## src/rtl/irqc_pkg.sv

```systemverilog
package irqc_pkg;
    localparam int STAT_W = 13;
    localparam int DATA_W = 32;

    // status bit positions
    localparam int B_TX_TRIG  = 0;
    localparam int B_TX_EMPTY = 1;
    localparam int B_TX_HALF  = 2;
    localparam int B_TX_FULL  = 3;
    localparam int B_RX_TRIG  = 5;
    localparam int B_RX_WORD  = 6;
    localparam int B_RX_HALF  = 7;
    localparam int B_RX_FULL  = 8;
    localparam int B_DONE     = 9;
    localparam int B_RX_BYTE  = 11;
    localparam int B_ILLEGAL  = 12;

    localparam logic [STAT_W-1:0] IMPL_MASK =
        STAT_W'((1 << B_TX_TRIG) | (1 << B_TX_EMPTY) | (1 << B_TX_HALF) |
                (1 << B_TX_FULL) | (1 << B_RX_TRIG) | (1 << B_RX_WORD) |
                (1 << B_RX_HALF) | (1 << B_RX_FULL) | (1 << B_DONE) |
                (1 << B_RX_BYTE) | (1 << B_ILLEGAL));

    localparam logic [7:0] OFS_STATUS = 8'h30;
    localparam logic [7:0] OFS_ENABLE = 8'h34;
    localparam logic [7:0] OFS_CLEAR  = 8'h38;

    typedef struct packed {
        logic [STAT_W-1:0] status;
    } bank_state_t;

    typedef struct packed {
        logic [STAT_W-1:0] enable;
    } regif_state_t;
endpackage

```

## src/rtl/irqc_status_bank.sv

```systemverilog
module irqc_status_bank
    import irqc_pkg::*;
#(
    parameter int W = STAT_W,
    parameter logic [W-1:0] MASK = IMPL_MASK
) (
    input  logic         clk,
    input  logic         rst_n,
    input  logic [W-1:0] evt_i,
    input  logic [W-1:0] clr_i,
    output logic [W-1:0] st_o
);
    logic [W-1:0] st_d, st_q;

    always_comb begin
        st_d = st_q;
        for (int i = 0; i < W; i++) begin
            if (MASK[i]) begin
                // set has priority over clear
                st_d[i] = evt_i[i] | (st_q[i] & ~clr_i[i]);
            end else begin
                st_d[i] = 1'b0;
            end
        end
    end

    always_ff @(posedge clk or negedge rst_n) begin
        if (!rst_n) st_q <= '0;
        else        st_q <= st_d;
    end

    assign st_o = st_q;

    for (genvar g = 0; g < W; g++) begin : g_chk
        if (MASK[g]) begin : g_impl
            p_set_r3: assert property (@(posedge clk) disable iff (!rst_n)
                evt_i[g] |=> st_q[g]);
            p_sticky_r4: assert property (@(posedge clk) disable iff (!rst_n)
                (st_q[g] && !clr_i[g]) |=> st_q[g]);
            p_clear_r5: assert property (@(posedge clk) disable iff (!rst_n)
                (clr_i[g] && !evt_i[g]) |=> !st_q[g]);
        end else begin : g_rsv
            p_reserved_r1: assert property (@(posedge clk) disable iff (!rst_n)
                1'b1 |=> !st_q[g]);
        end
    end
endmodule

```

## src/rtl/irqc_regif.sv

```systemverilog
module irqc_regif
    import irqc_pkg::*;
#(
    parameter int ADDR_W = 8,
    parameter logic [STAT_W-1:0] MASK = IMPL_MASK
) (
    input  logic              clk,
    input  logic              rst_n,
    input  logic              sel_i,
    input  logic              wr_i,
    input  logic [ADDR_W-1:0] addr_i,
    input  logic [DATA_W-1:0] wdata_i,
    input  logic [STAT_W-1:0] st_i,
    output logic [STAT_W-1:0] clr_o,
    output logic [STAT_W-1:0] en_o,
    output logic [DATA_W-1:0] rdata_o
);
    localparam logic [ADDR_W-1:0] A_STAT = ADDR_W'(OFS_STATUS);
    localparam logic [ADDR_W-1:0] A_EN   = ADDR_W'(OFS_ENABLE);
    localparam logic [ADDR_W-1:0] A_CLR  = ADDR_W'(OFS_CLEAR);

    regif_state_t s_d, s_q;
    logic wr_en, wr_clr, rd;

    always_comb begin
        wr_en  = sel_i && wr_i && (addr_i == A_EN);
        wr_clr = sel_i && wr_i && (addr_i == A_CLR);
        rd     = sel_i && !wr_i;

        s_d = s_q;
        if (wr_en) s_d.enable = wdata_i[STAT_W-1:0] & MASK;

        clr_o = wr_clr ? wdata_i[STAT_W-1:0] : '0;

        rdata_o = '0;
        if (rd) begin
            if (addr_i == A_STAT)    rdata_o = DATA_W'(st_i);
            else if (addr_i == A_EN) rdata_o = DATA_W'(s_q.enable);
        end
    end

    always_ff @(posedge clk or negedge rst_n) begin
        if (!rst_n) s_q <= '0;
        else        s_q <= s_d;
    end

    assign en_o = s_q.enable;

    p_en_load_r8: assert property (@(posedge clk) disable iff (!rst_n)
        wr_en |=> (s_q.enable == ($past(wdata_i[STAT_W-1:0]) & MASK)));
    p_en_hold_r7: assert property (@(posedge clk) disable iff (!rst_n)
        !wr_en |=> $stable(s_q.enable));
endmodule

```

## src/rtl/irqc_irq_combine.sv

```systemverilog
module irqc_irq_combine
    import irqc_pkg::*;
#(
    parameter int W = STAT_W
) (
    input  logic [W-1:0] st_i,
    input  logic [W-1:0] en_i,
    output logic         irq_o
);
    always_comb begin
        irq_o = |(st_i & en_i);
    end
endmodule

```

## src/rtl/irq_event_ctrl.sv

```systemverilog
module irq_event_ctrl
    import irqc_pkg::*;
#(
    parameter int ADDR_W = 8
) (
    input  logic              clk,
    input  logic              rst_n,
    input  logic [STAT_W-1:0] evt_i,
    input  logic              bus_sel_i,
    input  logic              bus_wr_i,
    input  logic [ADDR_W-1:0] bus_addr_i,
    input  logic [DATA_W-1:0] bus_wdata_i,
    output logic [DATA_W-1:0] bus_rdata_o,
    output logic              irq_o
);
    logic [STAT_W-1:0] st, clr, en;

    irqc_status_bank #(.W(STAT_W), .MASK(IMPL_MASK)) u_bank (
        .clk   (clk),
        .rst_n (rst_n),
        .evt_i (evt_i),
        .clr_i (clr),
        .st_o  (st)
    );

    irqc_regif #(.ADDR_W(ADDR_W), .MASK(IMPL_MASK)) u_regif (
        .clk     (clk),
        .rst_n   (rst_n),
        .sel_i   (bus_sel_i),
        .wr_i    (bus_wr_i),
        .addr_i  (bus_addr_i),
        .wdata_i (bus_wdata_i),
        .st_i    (st),
        .clr_o   (clr),
        .en_o    (en),
        .rdata_o (bus_rdata_o)
    );

    irqc_irq_combine #(.W(STAT_W)) u_comb (
        .st_i  (st),
        .en_i  (en),
        .irq_o (irq_o)
    );

    p_irq_masked_r7: assert property (@(posedge clk) disable iff (!rst_n)
        (bus_sel_i && bus_wr_i && bus_addr_i == ADDR_W'(OFS_ENABLE) &&
         bus_wdata_i[STAT_W-1:0] == '0) |=> !irq_o);
    p_irq_reset_r9: assert property (@(posedge clk)
        !rst_n |-> !irq_o);
endmodule

```

## config.mk

```make
export PLATFORM = sky130hd
export DESIGN_NAME = irq_event_ctrl
export DESIGN_NICKNAME = d
export VERILOG_FILES = /design/src/rtl/irqc_pkg.sv /design/src/rtl/irqc_status_bank.sv /design/src/rtl/irqc_regif.sv /design/src/rtl/irqc_irq_combine.sv /design/src/rtl/irq_event_ctrl.sv
export SDC_FILE = /design/constraint.sdc
export NUM_CORES = 1
export LEC_CHECK = 0
export ABC_AREA = 0
export BUFFER_PORTS_ARGS = -buffer_cell sky130_fd_sc_hd__buf_4
export CELL_PAD_IN_SITES_DETAIL_PLACEMENT = 0
export CELL_PAD_IN_SITES_GLOBAL_PLACEMENT = 1
export CORE_MARGIN = 4
export CORE_UTILIZATION = 32
export CTS_BUF_LIST = sky130_fd_sc_hd__clkbuf_16
export DETAILED_ROUTE_END_ITERATION = 7
export PLACE_DENSITY = 0.86
export SLEW_MARGIN = 5
export SYNTH_ARGS = -nofsm -noshare
export SYNTH_HDL_FRONTEND = slang
export SYNTH_SLANG_ARGS = --single-unit
```

## constraint.sdc

```tcl
create_clock -name clk -period 1.9 [get_ports clk]
set_input_delay 0.285 -clock clk [delete_from_list [all_inputs] [get_ports clk]]
set_output_delay 0.285 -clock clk [all_outputs]
set_load 0.05 [all_outputs]
```

==> results of run 1 <==
through the flow:
| stage | setup TNS, ns | total power, mW | instances |
|---|---|---|---|
| floorplan | -0.946 | 0.674 | 137 |
| global placement | 0 | 0.723 | 210 |
| detailed placement | 0 | 0.724 | 210 |
| CTS | 0 | 1.16 | 214 |
| global route | 0 | 1.19 | 214 |
| finish | 0 | 1.14 | 214 |
registers in the layout, summed over array words and instances (netlist names):
register	count
u_bank.st_o	11
u_regif.en_o	11
cells in the final DEF, fill, tap and decap left out:
master	Yosys	routed
a22o_1	1	1
a22oi_1	2	2
a21o_1	11	11
nand3b_1	1	1
nor4_2	1	1
mux2i_1	11	11
and3_4	1	1
and3_1	1	1
clkbuf_16	0	3
dlygate4sd3_1	0	1
nand4bb_4	1	1
conb_1	1	21
nor2_1	11	11
mux2_4	10	10
dfrtp_1	22	22
a221oi_2	0	1
mux2_2	1	1
nor4_4	1	1
buf_4	21	48
a222oi_1	1	1
nand2b_1	2	2
nand2_1	12	12
path summary, 6_finish.rpt:
check / depth (start not counted) / to / slack [ns] / from
worst max-delay path: 5 / irq_o / 0.09 / u_bank.st_o[6]
worst min-delay path: 2 / u_bank.st_o[1] / 0.21 / evt_i[1]
worst max register to register: 1 / u_regif.en_o[1] / 1.08 / u_regif.en_o[1]
worst min register to register: 1 / u_bank.st_o[8] / 0.51 / u_bank.st_o[8]
max in group asynchronous: 2 / u_bank.st_o[9] / 1.22 / rst_n
min in group asynchronous: 2 / u_bank.st_o[8] / 0.46 / rst_n
Yosys cell counts (all sizes together):
library cell  number
a22oi              2
a22o               1
a21o              11
mux2i             11
conb               1
nand2b             2
nand2             12
a222oi             1
a221oi             1
nor2              11
mux2              11
buf               24
clkbuf             1
nor4               2
nand4bb            1
dfrtp             22
and3               2
nand3b             1
power by group through the flow:
stage	Combinational (mW)	Sequential, mW	Clock (mW)
6_report	0.237	0.481	0.426
5_1_grt	0.253	0.481	0.459
4_1_cts	0.238	0.481	0.443
3_5_place_dp	0.235	0.489	0
3_3_place_gp	0.235	0.489	0
2_1_floorplan	0.186	0.487	0
cell families (layout without fill, tap and decap cells):
logic type	Yosys count	count (layout)
compound gates	16	16
simple gates	31	31
other cells	1	21
flops	22	22
buf+inv	25	52
mux	22	22
what timing repair did:
| item | in CTS | in global routing |
|---|---|---|
| setup endpoints to repair | 0 | 1 |
| hold buffers | 1 | 0 |
| gates resized for setup | 0 | 1 |
| hold endpoints to repair | 22 | 0 |
layer usage:
layer  up-vias  track usage
met4         0       0.0635
met3         7       0.0208
li1        455            -
met1       455        0.122
met5         -            0
met2        31        0.184
layout make-up:
type / count / area (um^2)
Sequential cell: 22 / 551
Timing Repair Buffer: 49 / 370
Fill cell: 382 / 2270
Tap cell: 50 / 62.6
Clock buffer: 3 / 75.1
Multi-Input combinational cell: 90 / 667
==> results.sh, run 1 <==
export IMPL_top_layer="met4"
export IMPL_critPathLaunchType="register"
export IMPL_fin_crit_ns=1.81
export IMPL_drt_iter0_drc=34
export IMPL_drv_cap=0
export IMPL_hold_path_class="primary input to register"
export IMPL_clockRootBuffer="clkbuf_16"
export IMPL_synth_area_top_cells="dfrtp_1 (42%), buf_4 (12%), mux2_4 (11%)"
export IMPL_clock_skew_ns=0
export IMPL_synth_top_area_frac=0.415
export IMPL_grt_pass1_wl_mm=4.33
export IMPL_ir_drop_uv=602
export IMPL_seq_area_frac_synth=0.415
export IMPL_drc=0
export IMPL_whs_ns=0.208
export IMPL_dp_slack_ns=0.107
export IMPL_worst_setup_path_type="register to primary output"
export IMPL_num_io_pins=90
export IMPL_vias=948
export IMPL_intPower_mw=0.834
export IMPL_dr_pass1_iters=4
export IMPL_leakagePower_nw=0.809
export IMPL_yosysUniqueCellTypes=24
export IMPL_die_width_um=72.4
export IMPL_final_util=0.431
export IMPL_yosysWarnings=0
export IMPL_synth_compound_area_frac=0.0943
export IMPL_antenna_found_initial=0
export IMPL_cts_made_buffers=3
export IMPL_die_area_mm2=0.00524
export IMPL_grtUsageTotal=0.107
export IMPL_via_per_inst=4.43
export IMPL_synth_top_family_by_area="multiplexers"
export IMPL_final_area_mm2=0.00173
export IMPL_grt_max_degree=23
export IMPL_path_cells="a22o_1 -> a221oi_2 -> and3_1 -> nand2_1 -> buf_4"
export IMPL_totalWireLength_mm=2.75
export IMPL_path_delay_family="compound AO/OA/AOI/OAI gates"
export IMPL_core_area_mm2=0.00400
export IMPL_synth_adder_area_share=0
export IMPL_power_switching_mw=0.310
export IMPL_ys_ff_latch=22
export IMPL_clkTransAtPathRegs_ns=0.05
export IMPL_grt_pass1_vias=913
export IMPL_syn_inst=117
export IMPL_crit_arrival_ns=1.53
export IMPL_chipHeight_um=72.4
export IMPL_max_freq_ghz=0.552
export IMPL_crit_fanout=3
export IMPL_postCtsSetupRepairBufs=0
export IMPL_cpMaxStageDelayCell="dfrtp_1"
export IMPL_clkSinkCount=22
export IMPL_rsz0062_at_grt="no"
export IMPL_h_tree_depth=1
export IMPL_comb_power_share=0.207
export IMPL_critPathBufInv=1
export IMPL_nets=223
export IMPL_fin_crit_sh=0.954
export IMPL_cpPeakStageDelay_ns=0.40
export IMPL_diodes=0
export IMPL_dr_wl_met2_mm=1.42
export IMPL_numPortBuffers=45
export IMPL_dpl_cell_area_mm2=0.00163
export IMPL_start_util=0.332
export IMPL_worst_skew_pair_late_latency_ns=0.25
export IMPL_finalMaxSlewViolations=0
export IMPL_status="finished, final reports clean"
export IMPL_endpoint_kind="primary output"
export IMPL_hold_viol_final=0
export IMPL_power_frac_clock=0.373
export IMPL_std_cell_rows=23
export IMPL_p_sw_frac=0.271
export IMPL_synth_area_mm2=0.00133
export IMPL_yosysTopAreaCell="dfrtp_1"
export IMPL_met3_length_um=158
export IMPL_drive_gt1_frac=0.409
export IMPL_muxShareOfSynthArea=0.205
export IMPL_required_ns=1.62
export IMPL_grt_overflow=0
export IMPL_wl_met1_mm=1.08
export IMPL_cts_buffer_depth=2
export IMPL_dp_hpwl_mm=2.16
export IMPL_cts_tree="yes"
export IMPL_synthToLayoutAreaGrowth_pct=30.1
export IMPL_power_density_mw_per_mm2=663
export IMPL_synth_xor_area_share=0
export IMPL_setup_viol=0
export IMPL_synth_simple_gate_area_frac=0.140
export IMPL_finalWorstSetupSlack_ns=0.0876
export IMPL_avgRoutedWirePerCell_um=12.8
export IMPL_p_seq_frac=0.420
export IMPL_avgSynthCellArea_um2=11.3
export IMPL_place_congestion=0.735
export IMPL_antenna_left=0
No activity file was read; power rests on OpenSTA's default activity.
==> run 2, diff against run 1 <==
--- a/config.mk
+++ b/config.mk
@@ -7,7 +7,7 @@
 export LEC_CHECK = 0
 export ABC_AREA = 0
 export BUFFER_PORTS_ARGS = -buffer_cell sky130_fd_sc_hd__buf_4
-export CELL_PAD_IN_SITES_DETAIL_PLACEMENT = 0
+export CELL_PAD_IN_SITES_DETAIL_PLACEMENT = 1
 export CELL_PAD_IN_SITES_GLOBAL_PLACEMENT = 1
 export CORE_MARGIN = 4
 export CORE_UTILIZATION = 32
@@ -18,3 +18,4 @@
 export SYNTH_ARGS = -nofsm -noshare
 export SYNTH_HDL_FRONTEND = slang
 export SYNTH_SLANG_ARGS = --single-unit
+export TNS_END_PERCENT = 50
==> results.sh, run 2 (synthesis results as in run 1) <==
export IMPL_hold_path_class="primary input to register"
export IMPL_die_width_um=72.4
export IMPL_cts_buffer_depth=2
export IMPL_max_freq_ghz=0.551
export IMPL_clock_skew_ns=0
export IMPL_ir_drop_uv=435
export IMPL_setup_viol=0
export IMPL_clkTransAtPathRegs_ns=0.06
export IMPL_endpoint_kind="primary output"
export IMPL_dr_pass1_iters=4
export IMPL_dpl_cell_count=210
export IMPL_diodes=0
export IMPL_power_density_mw_per_mm2=662
export IMPL_cts_tree="yes"
export IMPL_layout_common_cells="buf_4 (44), dfrtp_1 (22), conb_1 (21)"
export IMPL_clockRootBuffer="clkbuf_16"
export IMPL_status="finished, final reports clean"
export IMPL_antenna_found_initial=0
export IMPL_final_cell_count_no_fill=214
export IMPL_grt_overflow=0
export IMPL_worst_setup_path_type="register to primary output"
export IMPL_antenna_left=0
export IMPL_die_area_mm2=0.00524
export IMPL_synthToLayoutAreaGrowth_pct=31.4
export IMPL_avgRoutedWirePerCell_um=14.8
export IMPL_clkSinkCount=22
export IMPL_std_cell_rows=23
export IMPL_finalMaxSlewViolations=0
export IMPL_grt_max_degree=23
export IMPL_leakagePower_nw=0.812
export IMPL_final_common_cell="buf_4"
export IMPL_drv_cap=0
export IMPL_whs_ns=0.209
export IMPL_numPortBuffers=45
export IMPL_nets=223
export IMPL_cts_made_buffers=3
export IMPL_place_congestion=0.735
export IMPL_worst_skew_pair_late_latency_ns=0.25
export IMPL_grt_pass1_wl_mm=5.07
export IMPL_required_ns=1.62
export IMPL_grt_pass1_vias=1051
export IMPL_drive_gt1_frac=0.415
export IMPL_final_area_mm2=0.00174
export IMPL_fin_crit_ns=1.82
export IMPL_grtUsageTotal=0.125
export IMPL_drt_iter0_drc=33
export IMPL_chipHeight_um=72.4
export IMPL_via_per_inst=4.55
export IMPL_drc=0
export IMPL_totalWireLength_mm=3.17
export IMPL_core_area_mm2=0.00400
export IMPL_dpl_cell_area_mm2=0.00163
export IMPL_num_io_pins=90
export IMPL_hold_viol_final=0
export IMPL_dp_hpwl_mm=2.49
export IMPL_rsz0062_at_grt="yes"
export IMPL_h_tree_depth=1
export IMPL_critPathLaunchType="register"
export IMPL_vias=973
export IMPL_fin_crit_sh=0.956
export IMPL_crit_fanout=3
export IMPL_start_util=0.332
export IMPL_n_fill_cell=458
export IMPL_crit_arrival_ns=1.53
## run 2: cell count changes in the layout (fill, tap and decap cells not counted)
cell,change
buf_4,-4
buf_6,+4
nor2_1,-1
nor2_2,+1
## run 2: final cells by class
cell class,instances,area [um^2],share of cell area
tap,50,62.6,0.0359
sequential,22,551,0.316
timing repair buffer,49,385,0.221
multi-input combinational,90,669,0.384
clock buffer,3,75.1,0.0431
## run 2: final timing paths
kind                            slack (ns)  cells past startpoint               to            start
worst min register to register        0.52                      1  u_bank.st_o[12]  u_bank.st_o[12]
max in group asynchronous             1.20                      2  u_regif.en_o[9]            rst_n
min in group asynchronous             0.47                      2   u_bank.st_o[8]            rst_n
worst max-delay path                  0.08                      5            irq_o   u_bank.st_o[6]
worst max register to register        1.08                      1  u_regif.en_o[1]  u_regif.en_o[1]
worst min-delay path                  0.21                      2   u_bank.st_o[1]         evt_i[1]
## run 2: per-layer routing
metal  share of wire  vias to the layer above  global-route usage
li1                -                      458                   -
met1            0.39                      481               0.148
met2            0.55                       32               0.223
met3           0.044                        2              0.0166
met4           0.013                        0              0.0553
met5               0                        -                   0
## run 2: through the flow
| stage | TNS, ns | total power, mW | worst slack, ns | util |
|---|---|---|---|---|
| floorplan | -0.946 | 0.674 | -0.0946 | - |
| global placement | 0 | 0.723 | 0.100 | 0.409 |
| detailed placement | 0 | 0.727 | 0.0497 | 0.409 |
| CTS | 0 | 1.17 | 0.0134 | 0.431 |
| global route | -0.000297 | 1.21 | -0.000297 | 0.436 |
| finish | 0 | 1.15 | 0.0836 | 0.436 |
## run 2: critical path, stage by stage, from the launching register on
cell	delay, ns
dfrtp_1	0.40
a22o_1	0.26
a221oi_2	0.16
and3_1	0.21
nand2_1	0.08
buf_6	0.17
## run 2: timing repair
action | in CTS | in global routing
hold buffers | 1 | 0
pin swaps | 1 | 1
buffers inserted | 0 | 0
hold endpoints to repair | 22 | 0
gates resized for setup | 1 | 5
setup endpoints to repair | 1 | 4
## run 2: power breakdown
part	switching (mW)	internal [mW]
clock network	0.150	0.277
logic	0.161	0.0844
registers	0.00592	0.475
==> run 3, diff against run 2 <==
--- a/config.mk
+++ b/config.mk
@@ -9,6 +9,7 @@
 export BUFFER_PORTS_ARGS = -buffer_cell sky130_fd_sc_hd__buf_4
 export CELL_PAD_IN_SITES_DETAIL_PLACEMENT = 1
 export CELL_PAD_IN_SITES_GLOBAL_PLACEMENT = 1
+export CORE_ASPECT_RATIO = 0.5
 export CORE_MARGIN = 4
 export CORE_UTILIZATION = 32
 export CTS_BUF_LIST = sky130_fd_sc_hd__clkbuf_16
==> results.sh, run 3 (synthesis results as in run 1) <==
export IMPL_status="finished, final reports clean"
export IMPL_worst_setup_path_type="primary input to primary output"
export IMPL_power_total_mw=1.18
export IMPL_setup_viol=0
export IMPL_drive_gt1_frac=0.412
export IMPL_numPortBuffers=45
export IMPL_diodes=0
export IMPL_ir_drop_uv=305
export IMPL_antenna_found_initial=0
export IMPL_p_sw_frac=0.287
export IMPL_r2r_slack_ns=1.08
export IMPL_hold_viol_final=0
export IMPL_dp_slack_ns=0.0587
export IMPL_fin_crit_sh=0.961
export IMPL_grt_overflow=0
export IMPL_n_fill_cell=438
export IMPL_cts_made_buffers=3
export IMPL_grt_max_degree=23
export IMPL_die_area_mm2=0.00530
export IMPL_drc=0
export IMPL_synthToLayoutAreaGrowth_pct=32.4
export IMPL_hold_path_class="primary input to register"
export IMPL_num_io_pins=90
export IMPL_p_seq_frac=0.409
export IMPL_start_util=0.336
export IMPL_grtUsageTotal=0.136
export IMPL_vias=1002
export IMPL_postCtsSetupRepairBufs=0
export IMPL_cpMaxStageDelayCell="nor4_4"
export IMPL_power_switching_mw=0.338
export IMPL_cpPeakStageDelay_ns=0.26
export IMPL_clkSinkCount=22
export IMPL_std_cell_rows=16
export IMPL_cp_common_cell="buf_4"
export IMPL_final_area_mm2=0.00176
export IMPL_finalMaxSlewViolations=0
export IMPL_crit_fanout=9
export IMPL_crit_arrival_ns=1.54
export IMPL_final_common_cell="buf_4"
export IMPL_cts_buffer_depth=2
export IMPL_clkTransAtPathRegs_ns=0.06
export IMPL_grt_pass1_wl_mm=5.42
export IMPL_chipHeight_um=53.5
export IMPL_power_density_mw_per_mm2=671
export IMPL_finalWorstSetupSlack_ns=0.0750
export IMPL_grt_pass1_vias=1077
export IMPL_path_cells="buf_4 -> nand4bb_4 -> nor4_4 -> nand2b_1 -> buf_4 -> nor2_1 -> buf_4"
export IMPL_h_tree_depth=1
export IMPL_via_per_inst=4.58
export IMPL_rsz0062_at_grt="yes"
export IMPL_leakagePower_nw=0.814
export IMPL_place_congestion=0.762
export IMPL_max_freq_ghz=0.548
export IMPL_drt_iter0_drc=42
export IMPL_layout_common_cells="buf_4 (43), dfrtp_1 (22), conb_1 (21)"
export IMPL_power_frac_clock=0.381
export IMPL_dp_hpwl_mm=2.66
export IMPL_clock_skew_ns=0
export IMPL_totalWireLength_mm=3.61
export IMPL_intPower_mw=0.840
export IMPL_die_width_um=99.0
export IMPL_critPathLaunchType="primary input"
export IMPL_comb_power_share=0.210
export IMPL_nets=223
export IMPL_antenna_left=0
export IMPL_dpl_cell_area_mm2=0.00164
export IMPL_avgRoutedWirePerCell_um=16.5
export IMPL_fin_crit_ns=1.82
export IMPL_core_area_mm2=0.00394
export IMPL_cts_tree="yes"
export IMPL_required_ns=1.62
export IMPL_clockRootBuffer="clkbuf_16"
export IMPL_dr_pass1_iters=4
export IMPL_worst_skew_pair_late_latency_ns=0.25
export IMPL_endpoint_kind="primary output"
export IMPL_drv_cap=0
## run 3: stage by stage
step           utilization  std cells  hold slack [ns]  setup TNS, ns
2_1_floorplan            -        137          -0.0106         -0.946
3_3_place_gp         0.416        214            0.188              0
3_5_place_dp         0.416        214            0.197              0
4_1_cts              0.438        219            0.204              0
5_1_grt              0.445        219            0.205              0
6_report             0.445        219            0.208              0
## run 3: layout make-up
| type | count | area (um^2) | share of cell area |
|---|---|---|---|
| multi-input cells | 90 | 669 | 0.381 |
| flip-flops and latches | 22 | 551 | 0.314 |
| repair buffers | 49 | 389 | 0.222 |
| clock buffers | 3 | 75.1 | 0.0428 |
| well taps | 54 | 67.6 | 0.0385 |
| clock inverters | 1 | 3.75 | 0.00214 |
## run 3: per-layer routing
layer / track usage / vias up / share of wire
li1: - / 458 / -
met1: 0.155 / 500 / 0.39
met2: 0.256 / 42 / 0.55
met3: 0.0342 / 2 / 0.051
met4: 0.0431 / 0 / 0.0053
met5: 0 / - / 0
## run 3: timing repair
item | CTS | global route
hold buffers | 1 | 0
endpoints found under the hold margin | 22 | 0
setup endpoints to repair | 0 | 3
resized for setup | 0 | 7
## run 3: final timing paths
check | from | to | depth (start not counted)
worst max-delay path | bus_addr_i[6] | bus_rdata_o[0] | 7
worst min-delay path | evt_i[5] | u_bank.st_o[5] | 2
worst max register to register | u_regif.en_o[1] | u_regif.en_o[1] | 1
worst min register to register | u_bank.st_o[8] | u_bank.st_o[8] | 1
max in group asynchronous | rst_n | u_bank.st_o[11] | 2
min in group asynchronous | rst_n | u_bank.st_o[9] | 2
## run 3: power by group through the flow
stage | Clock [mW] | Sequential [mW] | Combinational (mW)
final | 0.449 | 0.482 | 0.247
after global routing | 0.485 | 0.482 | 0.261
after CTS | 0.454 | 0.481 | 0.240
after detailed placement | 0 | 0.489 | 0.238
after global placement | 0 | 0.489 | 0.233
after floorplan | 0 | 0.487 | 0.186
## run 3: worst max-delay path, delay by kind of cell
kind | cells | cell delay, ns
buf+inv | 3 | 0.51
simple gates | 4 | 0.75
